`src/rtl/trap_pkg.sv`:
```
package trap_pkg;
  localparam int BYTE_W = 8;
  localparam int ADDR_W = 2 * BYTE_W;

  localparam int FLAG_C   = 0;
  localparam int FLAG_Z   = 1;
  localparam int FLAG_I   = 2;
  localparam int FLAG_D   = 3;
  localparam int FLAG_B   = 4;
  localparam int FLAG_ONE = 5;
  localparam int FLAG_V   = 6;
  localparam int FLAG_N   = 7;

  typedef enum logic [1:0] {
    PEND_NONE = 2'd0,
    PEND_IRQ  = 2'd1,
    PEND_NMI  = 2'd2,
    PEND_RST  = 2'd3
  } pend_e;

  typedef enum logic [2:0] {
    KIND_IRQ,
    KIND_NMI,
    KIND_RST,
    KIND_BRK,
    KIND_RTI
  } kind_e;

  typedef enum logic [3:0] {
    ST_IDLE,
    ST_PUSH_HI,
    ST_PUSH_LO,
    ST_PUSH_ST,
    ST_VEC_LO,
    ST_VEC_HI,
    ST_PULL_ST,
    ST_PULL_LO,
    ST_PULL_HI
  } state_e;
endpackage

```
`src/rtl/trap_pending.sv`:
```
module trap_pending
  import trap_pkg::*;
(
  input  logic  clk,
  input  logic  rst_n,
  input  logic  irq_i,
  input  logic  nmi_i,
  input  logic  rst_req_i,
  input  logic  consume_i,
  output pend_e pend_o
);
  pend_e pend_q, pend_d;
  logic  pend_en;

  assign pend_en = consume_i | irq_i | nmi_i | rst_req_i;

  always_comb begin
    pend_d = consume_i ? PEND_NONE : pend_q;
    if (rst_req_i)                         pend_d = PEND_RST;
    else if (nmi_i)                        pend_d = PEND_NMI;
    else if (irq_i && pend_q == PEND_NONE) pend_d = PEND_IRQ;
  end

  always_ff @(posedge clk or negedge rst_n) begin
    if (!rst_n)       pend_q <= PEND_RST;
    else if (pend_en) pend_q <= pend_d;
  end

  assign pend_o = pend_q;

  // a maskable request never displaces a pending one
  assert_irq_held_R7: assert property (@(posedge clk) disable iff (!rst_n)
    (pend_q != PEND_NONE && irq_i && !nmi_i && !rst_req_i && !consume_i)
      |=> (pend_q == $past(pend_q)));

  // a non-maskable request takes over the pending slot
  assert_nmi_replaces_R7: assert property (@(posedge clk) disable iff (!rst_n)
    (nmi_i && !rst_req_i) |=> (pend_q == PEND_NMI));
endmodule

```
`src/rtl/trap_stack.sv`:
```
module trap_stack #(
  parameter int              PTR_W = 8,
  parameter logic [PTR_W-1:0] PAGE = 8'h01,
  parameter logic [PTR_W-1:0] TOP  = 8'hFF
) (
  input  logic               clk,
  input  logic               rst_n,
  input  logic               load_i,
  input  logic               push_i,
  input  logic               pull_i,
  output logic [2*PTR_W-1:0] push_addr_o,
  output logic [2*PTR_W-1:0] pull_addr_o,
  output logic [PTR_W-1:0]   sp_o
);
  localparam logic [PTR_W-1:0] ONE = {{(PTR_W-1){1'b0}}, 1'b1};

  logic [PTR_W-1:0] sp_q, sp_d, sp_up;
  logic             sp_en;

  assign sp_up = sp_q + ONE;
  assign sp_en = load_i | push_i | pull_i;

  always_comb begin
    sp_d = sp_q;
    if (load_i)      sp_d = TOP;
    else if (push_i) sp_d = sp_q - ONE;
    else if (pull_i) sp_d = sp_up;
  end

  always_ff @(posedge clk or negedge rst_n) begin
    if (!rst_n)     sp_q <= TOP;
    else if (sp_en) sp_q <= sp_d;
  end

  assign push_addr_o = {PAGE, sp_q};
  assign pull_addr_o = {PAGE, sp_up};
  assign sp_o        = sp_q;

  // a push moves the pointer down by one, modulo the page
  assert_push_dec_R3: assert property (@(posedge clk) disable iff (!rst_n)
    (push_i && !load_i) |=> (sp_q == $past(sp_q) - ONE));

  // a pull moves the pointer up by one, modulo the page
  assert_pull_inc_R9: assert property (@(posedge clk) disable iff (!rst_n)
    (pull_i && !load_i && !push_i) |=> (sp_q == $past(sp_q) + ONE));

  // at most one pointer operation per cycle
  assert_one_op_R3: assert property (@(posedge clk) disable iff (!rst_n)
    $onehot0({load_i, push_i, pull_i}));
endmodule

```
`src/rtl/trap_ctrl.sv`:
```
module trap_ctrl
  import trap_pkg::*;
#(
  parameter logic [ADDR_W-1:0] VEC_NMI    = 16'hFFFA,
  parameter logic [ADDR_W-1:0] VEC_RST    = 16'hFFFC,
  parameter logic [ADDR_W-1:0] VEC_IRQ    = 16'hFFFE,
  parameter logic [BYTE_W-1:0] RST_STATUS = 8'h2A
) (
  input  logic              clk,
  input  logic              rst_n,
  input  logic              boundary_i,
  input  logic              brk_i,
  input  logic              rti_i,
  input  pend_e             pend_i,
  input  logic [ADDR_W-1:0] pc_i,
  input  logic [BYTE_W-1:0] status_i,
  input  logic [ADDR_W-1:0] push_addr_i,
  input  logic [ADDR_W-1:0] pull_addr_i,
  input  logic [BYTE_W-1:0] rdata_i,
  output logic              consume_o,
  output logic              sp_load_o,
  output logic              sp_push_o,
  output logic              sp_pull_o,
  output logic [ADDR_W-1:0] addr_o,
  output logic              we_o,
  output logic              re_o,
  output logic [BYTE_W-1:0] wdata_o,
  output logic [ADDR_W-1:0] pc_o,
  output logic [BYTE_W-1:0] status_o,
  output logic              busy_o,
  output logic              done_o
);
  localparam logic [BYTE_W-1:0] MASK_I   = BYTE_W'(1) << FLAG_I;
  localparam logic [BYTE_W-1:0] MASK_ONE = BYTE_W'(1) << FLAG_ONE;
  localparam logic [ADDR_W-1:0] HI_SEL   = ADDR_W'(1);

  state_e            state_q, state_d;
  kind_e             kind_q, kind_d;
  logic [ADDR_W-1:0] ret_q, ret_d;
  logic [BYTE_W-1:0] work_q, work_d;
  logic [BYTE_W-1:0] lo_q, lo_d;
  logic [ADDR_W-1:0] pc_q, pc_d;
  logic [BYTE_W-1:0] stat_q, stat_d;
  logic              done_q, done_d;
  logic [ADDR_W-1:0] vec_base;
  logic              masked;

  function automatic logic [BYTE_W-1:0] pack_entry(input logic [BYTE_W-1:0] s,
                                                   input logic brk);
    logic [BYTE_W-1:0] b;
    b           = s;
    b[FLAG_ONE] = 1'b1;
    b[FLAG_B]   = brk;
    return b;
  endfunction

  always_comb begin
    case (kind_q)
      KIND_NMI: vec_base = VEC_NMI;
      KIND_RST: vec_base = VEC_RST;
      default:  vec_base = VEC_IRQ;
    endcase
  end

  assign masked = (pend_i == PEND_IRQ) && status_i[FLAG_I];

  always_comb begin
    state_d   = state_q;
    kind_d    = kind_q;
    ret_d     = ret_q;
    work_d    = work_q;
    lo_d      = lo_q;
    pc_d      = pc_q;
    stat_d    = stat_q;
    done_d    = 1'b0;
    consume_o = 1'b0;
    sp_load_o = 1'b0;
    sp_push_o = 1'b0;
    sp_pull_o = 1'b0;
    addr_o    = '0;
    we_o      = 1'b0;
    re_o      = 1'b0;
    wdata_o   = '0;
    case (state_q)
      ST_IDLE: begin
        if (boundary_i) begin
          consume_o = (pend_i != PEND_NONE);
          ret_d     = pc_i;
          if (pend_i != PEND_NONE && !masked) begin
            case (pend_i)
              PEND_NMI: kind_d = KIND_NMI;
              PEND_RST: kind_d = KIND_RST;
              default:  kind_d = KIND_IRQ;
            endcase
            if (pend_i == PEND_RST) begin
              sp_load_o = 1'b1;
              work_d    = RST_STATUS;
              state_d   = ST_VEC_LO;
            end else begin
              work_d  = pack_entry(status_i, 1'b0);
              state_d = ST_PUSH_HI;
            end
          end else if (brk_i) begin
            kind_d  = KIND_BRK;
            work_d  = pack_entry(status_i, 1'b1);
            state_d = ST_PUSH_HI;
          end else if (rti_i) begin
            kind_d  = KIND_RTI;
            state_d = ST_PULL_ST;
          end
        end
      end
      ST_PUSH_HI: begin
        we_o      = 1'b1;
        addr_o    = push_addr_i;
        wdata_o   = ret_q[ADDR_W-1:BYTE_W];
        sp_push_o = 1'b1;
        state_d   = ST_PUSH_LO;
      end
      ST_PUSH_LO: begin
        we_o      = 1'b1;
        addr_o    = push_addr_i;
        wdata_o   = ret_q[BYTE_W-1:0];
        sp_push_o = 1'b1;
        state_d   = ST_PUSH_ST;
      end
      ST_PUSH_ST: begin
        we_o      = 1'b1;
        addr_o    = push_addr_i;
        wdata_o   = work_q;
        sp_push_o = 1'b1;
        state_d   = ST_VEC_LO;
      end
      ST_VEC_LO: begin
        re_o    = 1'b1;
        addr_o  = vec_base;
        lo_d    = rdata_i;
        state_d = ST_VEC_HI;
      end
      ST_VEC_HI: begin
        re_o    = 1'b1;
        addr_o  = vec_base | HI_SEL;
        pc_d    = {rdata_i, lo_q};
        stat_d  = work_q | MASK_I;
        done_d  = 1'b1;
        state_d = ST_IDLE;
      end
      ST_PULL_ST: begin
        re_o      = 1'b1;
        addr_o    = pull_addr_i;
        sp_pull_o = 1'b1;
        work_d    = rdata_i;
        state_d   = ST_PULL_LO;
      end
      ST_PULL_LO: begin
        re_o      = 1'b1;
        addr_o    = pull_addr_i;
        sp_pull_o = 1'b1;
        lo_d      = rdata_i;
        state_d   = ST_PULL_HI;
      end
      ST_PULL_HI: begin
        re_o      = 1'b1;
        addr_o    = pull_addr_i;
        sp_pull_o = 1'b1;
        pc_d      = {rdata_i, lo_q};
        stat_d    = work_q | MASK_ONE;
        done_d    = 1'b1;
        state_d   = ST_IDLE;
      end
      default: state_d = ST_IDLE;
    endcase
  end

  always_ff @(posedge clk or negedge rst_n) begin
    if (!rst_n) begin
      state_q <= ST_IDLE;
      kind_q  <= KIND_IRQ;
      ret_q   <= '0;
      work_q  <= '0;
      lo_q    <= '0;
      pc_q    <= '0;
      stat_q  <= RST_STATUS | MASK_I;
      done_q  <= 1'b0;
    end else begin
      state_q <= state_d;
      kind_q  <= kind_d;
      ret_q   <= ret_d;
      work_q  <= work_d;
      lo_q    <= lo_d;
      pc_q    <= pc_d;
      stat_q  <= stat_d;
      done_q  <= done_d;
    end
  end

  assign pc_o     = pc_q;
  assign status_o = stat_q;
  assign busy_o   = (state_q != ST_IDLE);
  assign done_o   = done_q;

  // every busy cycle makes exactly one memory access
  assert_one_access_R10: assert property (@(posedge clk) disable iff (!rst_n)
    busy_o |-> (we_o ^ re_o));

  // completion lasts a single cycle and follows the last access
  assert_done_pulse_R10: assert property (@(posedge clk) disable iff (!rst_n)
    done_o |=> !done_o);
  assert_done_idle_R10: assert property (@(posedge clk) disable iff (!rst_n)
    done_o |-> !busy_o);

  // the reset sequence never writes memory
  assert_rst_no_write_R2: assert property (@(posedge clk) disable iff (!rst_n)
    (busy_o && kind_q == KIND_RST) |-> !we_o);

  // every entry leaves interrupts disabled
  assert_entry_masks_R5: assert property (@(posedge clk) disable iff (!rst_n)
    (done_o && kind_q != KIND_RTI) |-> status_o[FLAG_I]);

  // a masked maskable request starts no sequence
  assert_masked_drop_R6: assert property (@(posedge clk) disable iff (!rst_n)
    (state_q == ST_IDLE && boundary_i && masked && !brk_i && !rti_i) |=> !busy_o);

  // the pushed status byte carries the constant-one bit
  assert_bit5_R4: assert property (@(posedge clk) disable iff (!rst_n)
    (we_o && state_q == ST_PUSH_ST) |-> wdata_o[FLAG_ONE]);
endmodule

```
`src/rtl/trap_sequencer.sv`:
```
module trap_sequencer
  import trap_pkg::*;
#(
  parameter logic [BYTE_W-1:0] STACK_PAGE = 8'h01,
  parameter logic [BYTE_W-1:0] STACK_TOP  = 8'hFF,
  parameter logic [ADDR_W-1:0] VEC_NMI    = 16'hFFFA,
  parameter logic [ADDR_W-1:0] VEC_RST    = 16'hFFFC,
  parameter logic [ADDR_W-1:0] VEC_IRQ    = 16'hFFFE,
  parameter logic [BYTE_W-1:0] RST_STATUS = 8'h2A,
  parameter int                SYNC_LEN   = 2
) (
  input  logic        clk,
  input  logic        rst_n,
  input  logic        req_irq_i,
  input  logic        req_nmi_i,
  input  logic        req_rst_i,
  input  logic        boundary_i,
  input  logic        brk_i,
  input  logic        rti_i,
  input  logic [15:0] pc_i,
  input  logic [7:0]  status_i,
  input  logic [7:0]  mem_rdata_i,
  output logic [15:0] mem_addr_o,
  output logic        mem_we_o,
  output logic        mem_re_o,
  output logic [7:0]  mem_wdata_o,
  output logic [15:0] pc_o,
  output logic [7:0]  status_o,
  output logic [7:0]  sp_o,
  output logic        busy_o,
  output logic        done_o
);
  logic [SYNC_LEN-1:0] rsync_q;
  logic                rst_n_s;

  always_ff @(posedge clk or negedge rst_n) begin
    if (!rst_n) rsync_q <= '0;
    else        rsync_q <= {rsync_q[SYNC_LEN-2:0], 1'b1};
  end
  assign rst_n_s = rsync_q[SYNC_LEN-1];

  pend_e             pend;
  logic              consume, sp_load, sp_push, sp_pull;
  logic [ADDR_W-1:0] push_addr, pull_addr;

  trap_pending u_pending (
    .clk       (clk),
    .rst_n     (rst_n_s),
    .irq_i     (req_irq_i),
    .nmi_i     (req_nmi_i),
    .rst_req_i (req_rst_i),
    .consume_i (consume),
    .pend_o    (pend)
  );

  trap_stack #(
    .PTR_W (BYTE_W),
    .PAGE  (STACK_PAGE),
    .TOP   (STACK_TOP)
  ) u_stack (
    .clk         (clk),
    .rst_n       (rst_n_s),
    .load_i      (sp_load),
    .push_i      (sp_push),
    .pull_i      (sp_pull),
    .push_addr_o (push_addr),
    .pull_addr_o (pull_addr),
    .sp_o        (sp_o)
  );

  trap_ctrl #(
    .VEC_NMI    (VEC_NMI),
    .VEC_RST    (VEC_RST),
    .VEC_IRQ    (VEC_IRQ),
    .RST_STATUS (RST_STATUS)
  ) u_ctrl (
    .clk         (clk),
    .rst_n       (rst_n_s),
    .boundary_i  (boundary_i),
    .brk_i       (brk_i),
    .rti_i       (rti_i),
    .pend_i      (pend),
    .pc_i        (pc_i),
    .status_i    (status_i),
    .push_addr_i (push_addr),
    .pull_addr_i (pull_addr),
    .rdata_i     (mem_rdata_i),
    .consume_o   (consume),
    .sp_load_o   (sp_load),
    .sp_push_o   (sp_push),
    .sp_pull_o   (sp_pull),
    .addr_o      (mem_addr_o),
    .we_o        (mem_we_o),
    .re_o        (mem_re_o),
    .wdata_o     (mem_wdata_o),
    .pc_o        (pc_o),
    .status_o    (status_o),
    .busy_o      (busy_o),
    .done_o      (done_o)
  );
endmodule

```
`config.mk`:
```
export PLATFORM = sky130hd
export DESIGN_NAME = trap_sequencer
export DESIGN_NICKNAME = d
export VERILOG_FILES = /design/src/rtl/trap_pkg.sv /design/src/rtl/trap_pending.sv /design/src/rtl/trap_stack.sv /design/src/rtl/trap_ctrl.sv /design/src/rtl/trap_sequencer.sv
export SDC_FILE = /design/constraint.sdc
export NUM_CORES = 1
export LEC_CHECK = 0
export ABC_CLOCK_PERIOD_IN_PS = 4650
export BUFFER_PORTS_ARGS = -buffer_cell sky130_fd_sc_hd__buf_2
export CORE_UTILIZATION = 45
export CTS_BUF_LIST = sky130_fd_sc_hd__clkbuf_8
export DETAILED_ROUTE_END_ITERATION = 8
export PLACE_DENSITY = 0.73
export REMOVE_ABC_BUFFERS = 1
export SETUP_SLACK_MARGIN = 0.02
export SLEW_MARGIN = 5
export SYNTH_ARGS = -nofsm -noshare
export SYNTH_HDL_FRONTEND = slang
export SYNTH_SLANG_ARGS = --single-unit
```
`constraint.sdc`:
```
create_clock -name clk -period 4.65 [get_ports clk]
set_clock_uncertainty 0.05 [all_clocks]
set_input_delay 1.1625 -clock clk [delete_from_list [all_inputs] [get_ports clk]]
set_output_delay 1.1625 -clock clk [all_outputs]
set_load 0.01 [all_outputs]
```
==> reports/metrics.csv <==
stage,metric,value,unit
floorplan,die width,94.9,µm
timing,setup TNS,0,ns
critical_path,Crit Reg-Reg Endpoint,u_ctrl.status_o[6]$_DFFE_PN0P_,
power,Pleak,2.08,nW
critical_path,Worst Setup Start Kind,flip-flop,
clock_tree,setup fix buffers added after clock tree synthesis,0,
finish,register area,1920,µm²
global_route,initial antenna violation count,0,
finish,Layout area overhead,18.0,%
global_route,largest net degree at the start of global routing,46,
logic_synthesis,synth warn,0,
finish,# diodes,0,
clock_tree,Worst-Skew Late Latency,0.36,ns
critical_path,Worst setup EP type,primary output,
power,peak supply drop,0.337,mV
finish,multi-input logic area,1780,µm²
clock_tree,Clock Sink Count,76,
clock_tree,Post-CTS Resized,0,
finish,Final nets,471,
logic_synthesis,ys flop type,dfrtp_1,
logic_synthesis,Gate Count Post-Synth,347,
min_path,Min-Delay Path Class,flip-flop to async pin,
detailed_routing,drt total wl,8900,µm
clock_tree,root buf cell,clkbuf_8,
timing,maximum clock frequency,269,MHz
placed_design,dpl hpwl,6250,µm
status,outcome,"complete, no violations",
timing,RSZ-0062 raised after global routing,no,
global_route,total track usage,21.4,%
floorplan,boundary pin count,100,
timing,"Hold Vio Cnt, Final",0,
floorplan,die height,94.9,µm
floorplan,# rows,33,
detailed_routing,post-route ant nets,0,
critical_path,crit path max fanout,22,
timing,min Tclk post-route,3.72,ns
logic_synthesis,Post-synth EDFFs,0,
timing,Slew Limit Fails,0,
floorplan,die area,9000,µm²
detailed_routing,DRT iter0 DRCs,144,
global_route,Overflow after GRT,0,
critical_path,Setup CP Type,flip-flop to primary output,
logic_synthesis,Post-Syn Area,3880,µm²
finish,share of layout cells above drive strength 1,47.7,%
logic_synthesis,asr flop ratio synth,100,%
flow_run,max_cap viols,0,
critical_path,CP endpoint,mem_addr_o[7],
critical_path,worst reg2reg path depth,4,
floorplan,Initial Util,46.8,%
global_route,vias in the first global route,3048,
timing,Slew headroom,24.8,%
critical_path,worst path arrival time,2.50,ns
critical_path,R2R Path Start,u_ctrl.state_q[0]$_DFFE_PN0P_,
critical_path,slack of the worst reg-to-reg path,2.03,ns
timing,fin crit share,79.9,%
placed_design,Placer Congestion,0.840,
clock_tree,CTS Buf Count,9,
logic_synthesis,Netlist cell types,60,
detailed_routing,DR pass1 iterations,5,
floorplan,Core Area,8300,µm²
clock_tree,Max clock buf depth,2,
clock_tree,Worst-path clk slew,0.09,ns
logic_synthesis,synthesized area per cell,11.2,µm²
detailed_routing,DRC Markers,0,
timing,worst-margin pin slew,1.13,ns
detailed_routing,drt via density,5.61,
critical_path,Setup crit start,u_ctrl.state_q[0]$_DFFE_PN0P_,
critical_path,Worst EP required,3.44,ns
clock_tree,H-Tree Level Count,3,
clock_tree,CTS tree,yes,
global_route,first-pass GRT wire length,14800,µm
timing,final setup violation count,0,
logic_synthesis,"flops & latches, synth",76,
logic_synthesis,"Seq/Total Area, Yosys",49.5,%
detailed_routing,routed len/inst,16.5,µm
clock_tree,cts hold-fix bufs,0,
finish,# fillers,732,
power,PwrDens,761,nW/µm²
detailed_routing,Vias,3025,
placed_design,Port Buffer Count,97,
timing,hold_ws,0.261,ns
flip-flops by register name, summed over array words and instances (netlist names):
name and flops:
u_stack.sp_o 8, u_ctrl.kind_q 3, u_ctrl.pc_o 16, u_ctrl.state_q 4
u_ctrl.lo_q 8, u_ctrl.status_o 8, u_ctrl.done_o 1, u_pending.pend_o 2
u_ctrl.ret_q 16, rsync_q 2, u_ctrl.work_q 8
cells in the mapped netlist (all sizes together) (3+ instances only):
master / count / area [µm²]
nand2: 22 / 85.1
nor2b: 5 / 31.3
o21ai: 18 / 93.8
a211o: 3 / 26.3
nor2: 22 / 90.1
mux2: 64 / 721
clkbuf: 9 / 33.8
a22o: 3 / 26.3
a22oi: 10 / 75.1
a21oi: 18 / 90.1
nor3: 5 / 30.0
o22ai: 4 / 25.0
nand4: 3 / 18.8
dfrtp: 62 / 1550
inv: 9 / 33.8
o211ai: 4 / 30.0
dfstp: 14 / 368
buf: 20 / 115
nand3: 7 / 47.6
area by class of cell:
| class | count | share of cell area [%] |
|---|---|---|
| inverters | 9 | 0.738 |
| well taps | 105 | 2.87 |
| repair buffers | 100 | 11.1 |
| clock inverters | 7 | 1.80 |
| flip-flops and latches | 76 | 41.9 |
| multi-input cells | 233 | 38.9 |
| clock buffers | 9 | 2.70 |
cells in the final DEF, fill, tap and decap left out, types with 3 or more instances in the layout:
| cell type | instances |
|---|---|
| o21ai_0 | 16 |
| a22oi_1 | 10 |
| nor3_1 | 4 |
| buf_2 | 97 |
| nor2_2 | 3 |
| buf_4 | 3 |
| a21oi_1 | 18 |
| mux2_2 | 64 |
| dfrtp_1 | 61 |
| nor2b_1 | 5 |
| o211ai_1 | 4 |
| o22ai_1 | 4 |
| nor2_1 | 19 |
| inv_1 | 8 |
| dfstp_2 | 14 |
| nand2_1 | 21 |
| clkbuf_8 | 9 |
| a22o_1 | 3 |
| nand3_1 | 6 |
| a211o_1 | 3 |
| nand4_1 | 3 |
kinds of logic after synthesis:
group / synth area share [%]
flip-flops: 49.5
adder cells (fa/ha/maj): 0.645
buffers and inverters: 4.71
multiplexers: 19.1
AND/OR/NAND/NOR: 12.3
AO/OA/AOI/OAI: 13.7
other: 0.0966
critical path, cell delays in order (launching register included):
cell and delay (ns):
dfrtp_1 0.67, or2_1 0.51, nand2_1 0.26, inv_2 0.13, a21o_1 0.17, a211o_1 0.28, buf_2 0.13
layer usage:
layer  GRT usage, %  vias to the layer above  wire, µm
met1           26.8                     1495      3870
li1               -                     1421         -
met4           7.45                        0       106
met5              0                        -         0
met3           4.99                       12       556
met2           36.2                       97      4360
stage by stage:
| stage | instance area, µm² | util (%) | cells | setup WS (ns) | power, W |
|---|---|---|---|---|---|
| floorplan | 3730 | - | 318 | 1.65 | 0.00238 |
| global placement | 4370 | 52.7 | 523 | 1.37 | 0.00291 |
| detailed placement | 4370 | 52.7 | 523 | 1.35 | 0.00297 |
| CTS | 4580 | 55.2 | 539 | 0.972 | 0.00351 |
| global route | 4580 | 55.2 | 539 | 0.786 | 0.00375 |
| finish | 4580 | 55.2 | 539 | 0.935 | 0.00349 |
report_power, final:
part	internal (W)	leakage (nW)	switching, W
registers	0.00101	0.890	0.000310
clock network	0.000256	0.0984	0.000271
logic	0.000807	1.09	0.000832
total	0.00207	2.08	0.00141
worst min-delay path by stage:
stage	from	to	depth (start not counted)
floorplan	rsync_q[0]$_DFF_PN0_	rsync_q[1]$_DFF_PN0_	0
global placement	rsync_q[1]$_DFF_PN0_	u_ctrl.pc_o[9]$_DFFE_PN0P_	0
detailed placement	rsync_q[1]$_DFF_PN0_	u_ctrl.pc_o[9]$_DFFE_PN0P_	0
CTS	rsync_q[1]$_DFF_PN0_	u_ctrl.pc_o[9]$_DFFE_PN0P_	0
global route	rsync_q[1]$_DFF_PN0_	u_ctrl.pc_o[9]$_DFFE_PN0P_	0
finish	rsync_q[1]$_DFF_PN0_	u_ctrl.lo_q[1]$_DFFE_PN0P_	0
(Power assumes the default switching activity.)
